**src/rtl/dacl_pkg.sv**
```systemverilog
package dacl_pkg;

  typedef enum logic [2:0] {
    ST_IDLE          = 3'd0,
    ST_LATCH_1       = 3'd1,
    ST_LATCH_2       = 3'd2,
    ST_IO_1          = 3'd3,
    ST_IO_2          = 3'd4,
    ST_SET_QUIESCENT = 3'd5
  } seq_state_t;

endpackage

```
**src/rtl/dacl_rst_sync.sv**
```systemverilog
module dacl_rst_sync (
  input  logic clk,
  input  logic arst_n,
  output logic rst_n
);

  logic [1:0] sync_q;

  always_ff @(posedge clk or negedge arst_n) begin
    if (!arst_n) begin
      sync_q <= 2'b00;
    end else begin
      sync_q <= {sync_q[0], 1'b1};
    end
  end

  assign rst_n = sync_q[1];

endmodule

```
**src/rtl/dacl_slot_match.sv**
```systemverilog
module dacl_slot_match #(
  parameter int unsigned SLOT_W = 5
) (
  input  logic [SLOT_W-1:0] slot_i,
  input  logic [SLOT_W-1:0] geo_n_i,
  output logic              hit_o
);

  logic [SLOT_W-1:0] bit_ok;

  for (genvar gi = 0; gi < SLOT_W; gi++) begin : g_bit
    // a slot bit agrees when it is the inverse of the active-low pin
    assign bit_ok[gi] = slot_i[gi] ^ geo_n_i[gi];
  end

  assign hit_o = &bit_ok;

endmodule

```
**src/rtl/dacl_regs.sv**
```systemverilog
module dacl_regs #(
  parameter int unsigned SEL_W   = 4,
  parameter int unsigned DATA_W  = 8,
  parameter int unsigned EN_BIT  = 2,
  parameter int unsigned REQ_BIT = 1,
  parameter logic [SEL_W-1:0] SEL_CTRL_EN  = 4'b0000,
  parameter logic [SEL_W-1:0] SEL_CTRL_REQ = 4'b1000,
  parameter logic [SEL_W-1:0] SEL_DATA     = 4'b0010
) (
  input  logic              clk,
  input  logic              rst_n,
  input  logic              strobe_i,
  input  logic              wr_n_i,
  input  logic              hit_i,
  input  logic [SEL_W-1:0]  sel_i,
  input  logic [DATA_W-1:0] wdata_i,
  output logic              en_o,
  output logic              req_n_o,
  output logic [DATA_W-1:0] data_o,
  output logic              data_wr_o
);

  logic              strobe_q;
  logic              en_q;
  logic              req_n_q;
  logic [DATA_W-1:0] data_q;
  logic              accept;
  logic              wr_en_reg;
  logic              wr_req_reg;
  logic              wr_data_reg;

  // one capture per strobe: only the low-to-high step qualifies
  always_comb begin
    accept      = strobe_i & ~strobe_q & hit_i & ~wr_n_i;
    wr_en_reg   = accept & (sel_i == SEL_CTRL_EN);
    wr_req_reg  = accept & (sel_i == SEL_CTRL_REQ);
    wr_data_reg = accept & (sel_i == SEL_DATA);
  end

  always_ff @(posedge clk or negedge rst_n) begin
    if (!rst_n) begin
      strobe_q <= 1'b0;
      en_q     <= 1'b0;
      req_n_q  <= 1'b1;
      data_q   <= '0;
    end else begin
      strobe_q <= strobe_i;
      if (wr_en_reg) begin
        en_q <= wdata_i[EN_BIT];
      end
      if (wr_req_reg) begin
        req_n_q <= wdata_i[REQ_BIT];
      end
      if (wr_data_reg) begin
        data_q <= wdata_i;
      end
    end
  end

  assign en_o      = en_q;
  assign req_n_o   = req_n_q;
  assign data_o    = data_q;
  assign data_wr_o = wr_data_reg;

  AST_FOREIGN_SLOT_IGNORED: assert property (@(posedge clk) disable iff (!rst_n)
    !hit_i |=> ($stable(en_q) && $stable(req_n_q) && $stable(data_q)))
    else $error("register changed on foreign slot");

  AST_HELD_STROBE_NO_CAPTURE: assert property (@(posedge clk) disable iff (!rst_n)
    (strobe_i && strobe_q) |=> ($stable(en_q) && $stable(req_n_q) && $stable(data_q)))
    else $error("register changed while strobe held");

endmodule

```
**src/rtl/dacl_seq.sv**
```systemverilog
module dacl_seq
  import dacl_pkg::*;
(
  input  logic clk,
  input  logic rst_n,
  input  logic go_i,
  input  logic bit_i,
  output logic cs_n_o,
  output logic sclk_o,
  output logic sdata_o
);

  seq_state_t state_q;
  seq_state_t state_d;
  logic       cs_n_q;
  logic       cs_n_d;
  logic       sclk_q;
  logic       sclk_d;
  logic       sdata_q;
  logic       sdata_d;
  logic       active_d;

  always_comb begin
    state_d = state_q;
    case (state_q)
      ST_IDLE:          if (go_i) state_d = ST_LATCH_1;
      ST_LATCH_1:       state_d = ST_LATCH_2;
      ST_LATCH_2:       state_d = ST_IO_1;
      ST_IO_1:          state_d = ST_IO_2;
      ST_IO_2:          state_d = ST_SET_QUIESCENT;
      ST_SET_QUIESCENT: state_d = ST_IDLE;
      default:          state_d = ST_IDLE;
    endcase
  end

  // outputs registered from the next state so pins come straight off flops
  always_comb begin
    active_d = (state_d == ST_LATCH_2) || (state_d == ST_IO_1) ||
               (state_d == ST_IO_2)    || (state_d == ST_SET_QUIESCENT);
    cs_n_d   = ~active_d;
    sclk_d   = (state_d == ST_IO_1);
    if (state_d == ST_LATCH_2) begin
      sdata_d = bit_i;
    end else if (active_d) begin
      sdata_d = sdata_q;
    end else begin
      sdata_d = 1'b1;
    end
  end

  always_ff @(posedge clk or negedge rst_n) begin
    if (!rst_n) begin
      state_q <= ST_IDLE;
      cs_n_q  <= 1'b1;
      sclk_q  <= 1'b0;
      sdata_q <= 1'b1;
    end else begin
      state_q <= state_d;
      cs_n_q  <= cs_n_d;
      sclk_q  <= sclk_d;
      sdata_q <= sdata_d;
    end
  end

  assign cs_n_o  = cs_n_q;
  assign sclk_o  = sclk_q;
  assign sdata_o = sdata_q;

  AST_SCLK_UNDER_CS: assert property (@(posedge clk) disable iff (!rst_n)
    sclk_q |-> !cs_n_q)
    else $error("serial clock high outside chip select");

  AST_SCLK_SINGLE_PULSE: assert property (@(posedge clk) disable iff (!rst_n)
    sclk_q |=> !sclk_q)
    else $error("serial clock high for more than one cycle");

  AST_SDATA_SETUP: assert property (@(posedge clk) disable iff (!rst_n)
    $rose(sclk_q) |-> $stable(sdata_q))
    else $error("serial data moved at clock rise");

  AST_SDATA_RELEASE: assert property (@(posedge clk) disable iff (!rst_n)
    $rose(cs_n_q) |-> sdata_q)
    else $error("serial data not high at chip select release");

  AST_START_FROM_IDLE: assert property (@(posedge clk) disable iff (!rst_n)
    (state_q == ST_LATCH_1) |-> ($past(state_q) == ST_IDLE))
    else $error("sequence restarted while busy");

endmodule

```
**src/rtl/dacl_loader.sv**
```systemverilog
module dacl_loader #(
  parameter int unsigned SLOT_W  = 5,
  parameter int unsigned SEL_W   = 4,
  parameter int unsigned DATA_W  = 8,
  parameter int unsigned EN_BIT  = 2,
  parameter int unsigned REQ_BIT = 1,
  parameter logic [SEL_W-1:0] SEL_CTRL_EN  = 4'b0000,
  parameter logic [SEL_W-1:0] SEL_CTRL_REQ = 4'b1000,
  parameter logic [SEL_W-1:0] SEL_DATA     = 4'b0010
) (
  input  logic              clk,
  input  logic              sys_rst_n,
  input  logic [SLOT_W-1:0] geo_n,
  input  logic [SLOT_W-1:0] slot_addr,
  input  logic [SEL_W-1:0]  reg_sel,
  input  logic [DATA_W-1:0] wr_data,
  input  logic              strobe,
  input  logic              wr_n,
  output logic              dac_cs_n,
  output logic              dac_sclk,
  output logic              dac_sdata
);

  localparam int unsigned MSB = DATA_W - 1;

  logic              rst_n;
  logic              slot_hit;
  logic              en;
  logic              req_n;
  logic [DATA_W-1:0] data_byte;
  logic              data_wr;
  logic              load_go;
  logic              unused_data_low;

  dacl_rst_sync u_rst (
    .clk    (clk),
    .arst_n (sys_rst_n),
    .rst_n  (rst_n)
  );

  dacl_slot_match #(.SLOT_W(SLOT_W)) u_slot (
    .slot_i  (slot_addr),
    .geo_n_i (geo_n),
    .hit_o   (slot_hit)
  );

  dacl_regs #(
    .SEL_W        (SEL_W),
    .DATA_W       (DATA_W),
    .EN_BIT       (EN_BIT),
    .REQ_BIT      (REQ_BIT),
    .SEL_CTRL_EN  (SEL_CTRL_EN),
    .SEL_CTRL_REQ (SEL_CTRL_REQ),
    .SEL_DATA     (SEL_DATA)
  ) u_regs (
    .clk       (clk),
    .rst_n     (rst_n),
    .strobe_i  (strobe),
    .wr_n_i    (wr_n),
    .hit_i     (slot_hit),
    .sel_i     (reg_sel),
    .wdata_i   (wr_data),
    .en_o      (en),
    .req_n_o   (req_n),
    .data_o    (data_byte),
    .data_wr_o (data_wr)
  );

  // gate the start on the register values in force at the write
  assign load_go         = data_wr & en & ~req_n;
  assign unused_data_low = ^data_byte[MSB-1:0];

  dacl_seq u_seq (
    .clk     (clk),
    .rst_n   (rst_n),
    .go_i    (load_go),
    .bit_i   (data_byte[MSB]),
    .cs_n_o  (dac_cs_n),
    .sclk_o  (dac_sclk),
    .sdata_o (dac_sdata)
  );

  AST_LOAD_GATED: assert property (@(posedge clk) disable iff (!rst_n)
    $fell(dac_cs_n) |-> ($past(en, 2) && !$past(req_n, 2)))
    else $error("load started without enable and request");

endmodule

```
**config.mk**
```make
export PLATFORM = sky130hd
export DESIGN_NAME = dacl_loader
export DESIGN_NICKNAME = d
export VERILOG_FILES = /design/src/rtl/dacl_pkg.sv /design/src/rtl/dacl_rst_sync.sv /design/src/rtl/dacl_slot_match.sv /design/src/rtl/dacl_regs.sv /design/src/rtl/dacl_seq.sv /design/src/rtl/dacl_loader.sv
export SDC_FILE = /design/constraint.sdc
export NUM_CORES = 1
export LEC_CHECK = 0
export BUFFER_PORTS_ARGS = -buffer_cell sky130_fd_sc_hd__buf_2
export CAP_MARGIN = 20
export CELL_PAD_IN_SITES_DETAIL_PLACEMENT = 1
export CELL_PAD_IN_SITES_GLOBAL_PLACEMENT = 1
export CORE_ASPECT_RATIO = 0.9
export CORE_MARGIN = 4
export CORE_UTILIZATION = 30
export CTS_CLUSTER_SIZE = 12
export DETAILED_ROUTE_END_ITERATION = 7
export GPL_TIMING_DRIVEN = 0
export PLACE_DENSITY = 0.68
export SLEW_MARGIN = 20
export SYNTH_ARGS = -nofsm -noshare
export SYNTH_HDL_FRONTEND = slang
export SYNTH_SLANG_ARGS = --single-unit
```
**constraint.sdc**
```tcl
create_clock -name clk -period 0.9 [get_ports clk]
set_clock_uncertainty 0.2 [all_clocks]
set_input_delay 0.09 -clock clk [delete_from_list [all_inputs] [get_ports clk]]
set_output_delay 0.09 -clock clk [all_outputs]
set_load 0.005 [all_outputs]
```
==> qor.yml <==
root_buffer: "clkbuf_4"
viasPerCell: 4.63
synth-seq-cells: 12
fmax_ghz: 0.599
nNetsFinal: 106
yosys_warnings: 0
ff2ff_setup_slack_ns: -0.77
synth_area_um2: 574
holdPathStages: 2
setup_ws_ns: -0.771
drc: 0
routedWlPerCell_um: 12.5
grt_setup_unrepaired: "true"
seqPwrFrac_pct: 38.5
grt_pass1_vias: 457
fp.coreArea_um2: 1730
grt_overflow: 0
synthMuxAreaShare_pct: 5.88
grtUsageTotal_pct: 10.2
yosysSeqAreaShare_pct: 52.9
synth_fa_ha_area_share_pct: 0
rows: 14
wl_um: 1290
place.gp.congestion: 0.708
synthSimpleGateAreaFrac_pct: 22.9
cts_tree: "done"
r2r_cells: 4
hp-class: "in2reg"
diodes: 0
powerDensity_nw_per_um2: 2500
cts_made_buffers: 3
drv_slew: 0
final-hold-violation-count: 12
setup_viol_count_final: 12
synth_compound_area_share_pct: 7.19
dieHeight_um: 49.5
syn-num-nets: 73
outcome: "finished with violations"
crit_arrival_ns: 1.63
clk_latency_ns: 0.27
hpwlAfterDp_um: 1030
die_x_um: 54.1
required_ns: 0.86
fin_crit_sh_pct: 186
fillers: 196
power_mw: 2.18
final_cells: 103
violations: "negative hold slack, negative setup slack"
cp_slowest_cell: "dfrtp_1"
syn_area_per_cell_um2: 12.2
min_from: "wr_data[2]"
leakage_nw: 0.403
portBuffers: 23
synth_xor_xnor_area_share_pct: 9.15
synth_top_family_by_area: "simple AND/OR/NAND/NOR gates"
period_needed_ns: 1.67
num_io_pins: 29
clk_pin_slew_ns: 0.08
dp_cells: 94
antenna_found_initial: 0
worstSetupStartpointType: "flop"
drive_above_1_share_pct: 59.5
r2r-end: "u_regs.en_o"
intPower_mw: 1.48
crit_fanout: 3
postLayoutCoreUtil_pct: 50.1
holdBufCountCts: 2
grt_max_degree: 11
cts_max_path_buffers: 2
clock_sink_count: 12
power.net_switching_mw: 0.690
synthCells: 47
stdcell_area_um2: 868
comb_power_share_pct: 41.8
slowest_delay_ns: 0.37
grt_pass1_wl_um: 2010
ir_drop_uv: 1640
rr_startpoint: "u_regs.strobe_q"
syn_to_final_growth_pct: 51.2
end_kind: "flop"
die-area_um2: 2680
ant_nets: 0
path_class: "reg2reg"
swShare_pct: 31.7
first_pass_iters: 1
htreeDepth: 1
synthDistinctLibCells: 23
worstHoldEndpoint: "u_regs.en_o"
drv_cap: 0
crit_chain: "nor4_2, nand4_2, nor3_2, mux2_1"
start_util_pct: 33.1
fin_hold_ws_ns: -0.167
postPlaceCellArea_um2: 763
pwr-share-clk_pct: 19.7
drt_iter0_markers: 0
num_vias: 477
-- metal layers --
metal	up-vias	GRT usage, %	wire length [um]
li1	227	-	-
met1	234	12.3	541
met2	16	16.1	650
met3	0	5.72	97
met4	0	1.24	0
met5	-	0	0
-- per-stage QoR --
stage	setup TNS, ns	worst slack (ns)
final	-4.70	-0.771
after global routing	-5.36	-0.840
after CTS	-4.69	-0.738
after global placement	-3.44	-0.706
after detailed placement	-3.74	-0.739
after floorplan	-2.86	-0.615
-- cells in the mapped netlist (all sizes together) --
| cell type | count | area share (%) |
|---|---|---|
| nand3b | 1 | 1.3 |
| nor3b | 1 | 1.3 |
| nand4 | 1 | 2.2 |
| a21oi | 2 | 1.7 |
| conb | 1 | 0.65 |
| nand2b | 3 | 3.3 |
| a31o | 1 | 1.5 |
| mux2 | 3 | 5.9 |
| nor2b | 2 | 2.2 |
| clkbuf | 2 | 1.3 |
| dfrtp | 9 | 39 |
| or3 | 1 | 1.1 |
| nor4 | 3 | 8.1 |
| nor2 | 3 | 2.0 |
| dfstp | 3 | 14 |
| o21ai | 1 | 0.87 |
| xor2 | 4 | 6.1 |
| nor3 | 1 | 0.87 |
| o21a | 1 | 1.3 |
| xnor2 | 2 | 3.1 |
| o32a | 1 | 1.7 |
| nand2 | 1 | 0.65 |
-- placed cells by master, fill, tap and decap left out, drive strengths merged --
cell,n
dfrtp,9
o32a,1
dfstp,3
nand4,1
a31o,1
nor3b,1
or3,1
xor2,4
nand2b,3
nor2,3
xnor2,2
clkbuf,4
conb,1
nand3b,1
o21ai,1
mux2,3
dlygate4sd3,2
nand2,1
o21a,1
nor2b,2
nor4,3
a21oi,2
nor3,1
buf,28
-- worst max-delay path by stage --
stage | from | to | slack (ns) | cells past startpoint
2_1_floorplan | u_regs.strobe_q | u_regs.data_o[7] | -0.62 | 4
3_3_place_gp | u_regs.strobe_q | u_regs.data_o[7] | -0.71 | 4
3_5_place_dp | u_regs.strobe_q | u_regs.data_o[7] | -0.74 | 4
4_1_cts | u_regs.strobe_q | u_regs.data_o[7] | -0.74 | 4
5_1_grt | u_regs.strobe_q | u_regs.en_o | -0.84 | 4
6_report | u_regs.strobe_q | u_regs.en_o | -0.77 | 4
-- flip-flops by register name (all words and copies together) (netlist names) --
| register | flops |
|---|---|
| u_seq.state_q | 3 |
| u_rst.sync_q | 2 |
| u_regs.data_o | 1 |
| u_regs.en_o | 1 |
| u_regs.req_n_o | 1 |
| u_regs.strobe_q | 1 |
| u_seq.cs_n_o | 1 |
| u_seq.sclk_o | 1 |
| u_seq.sdata_o | 1 |
-- critical path: cells and delay by family, from the launching register on --
family / cells / cell delay (ns)
muxes: 1 / 0.33
DFF: 1 / 0.37
and+or+nand+nor: 3 / 0.65
-- kinds of logic after synthesis --
family,after synthesis
and+or+nand+nor,17
DFF,12
AOI/OAI and AO/OA,6
xor gates and xnor gates,6
muxes,3
buffers and inverters,2
other,1
-- repair_timing --
item                                    4_1_cts  5_1_grt
pin swaps                                     0        4
gates resized for setup                       1        7
hold endpoints to repair                     13        5
setup buffers                                 1        2
endpoints found under the setup margin       12       12
-- layout make-up --
type                       instances  area [um2]  area share [%]
sequential                        12         305            35.2
multi-input combinational         33         305            35.2
timing repair buffer              28         161            18.6
clock buffer                       4        36.3            4.18
buffer                             2        30.0            3.46
tap                               24        30.0            3.46
-- power by group through the flow --
stage | clock [mW] | combinational, mW | sequential (mW)
floorplan | 0 | 0.545 | 0.814
finish | 0.429 | 0.908 | 0.838
CTS | 0.437 | 0.777 | 0.823
detailed placement | 0 | 0.752 | 0.830
global placement | 0 | 0.723 | 0.815
global route | 0.468 | 0.989 | 0.862
Power figures use the tool's default switching activity.
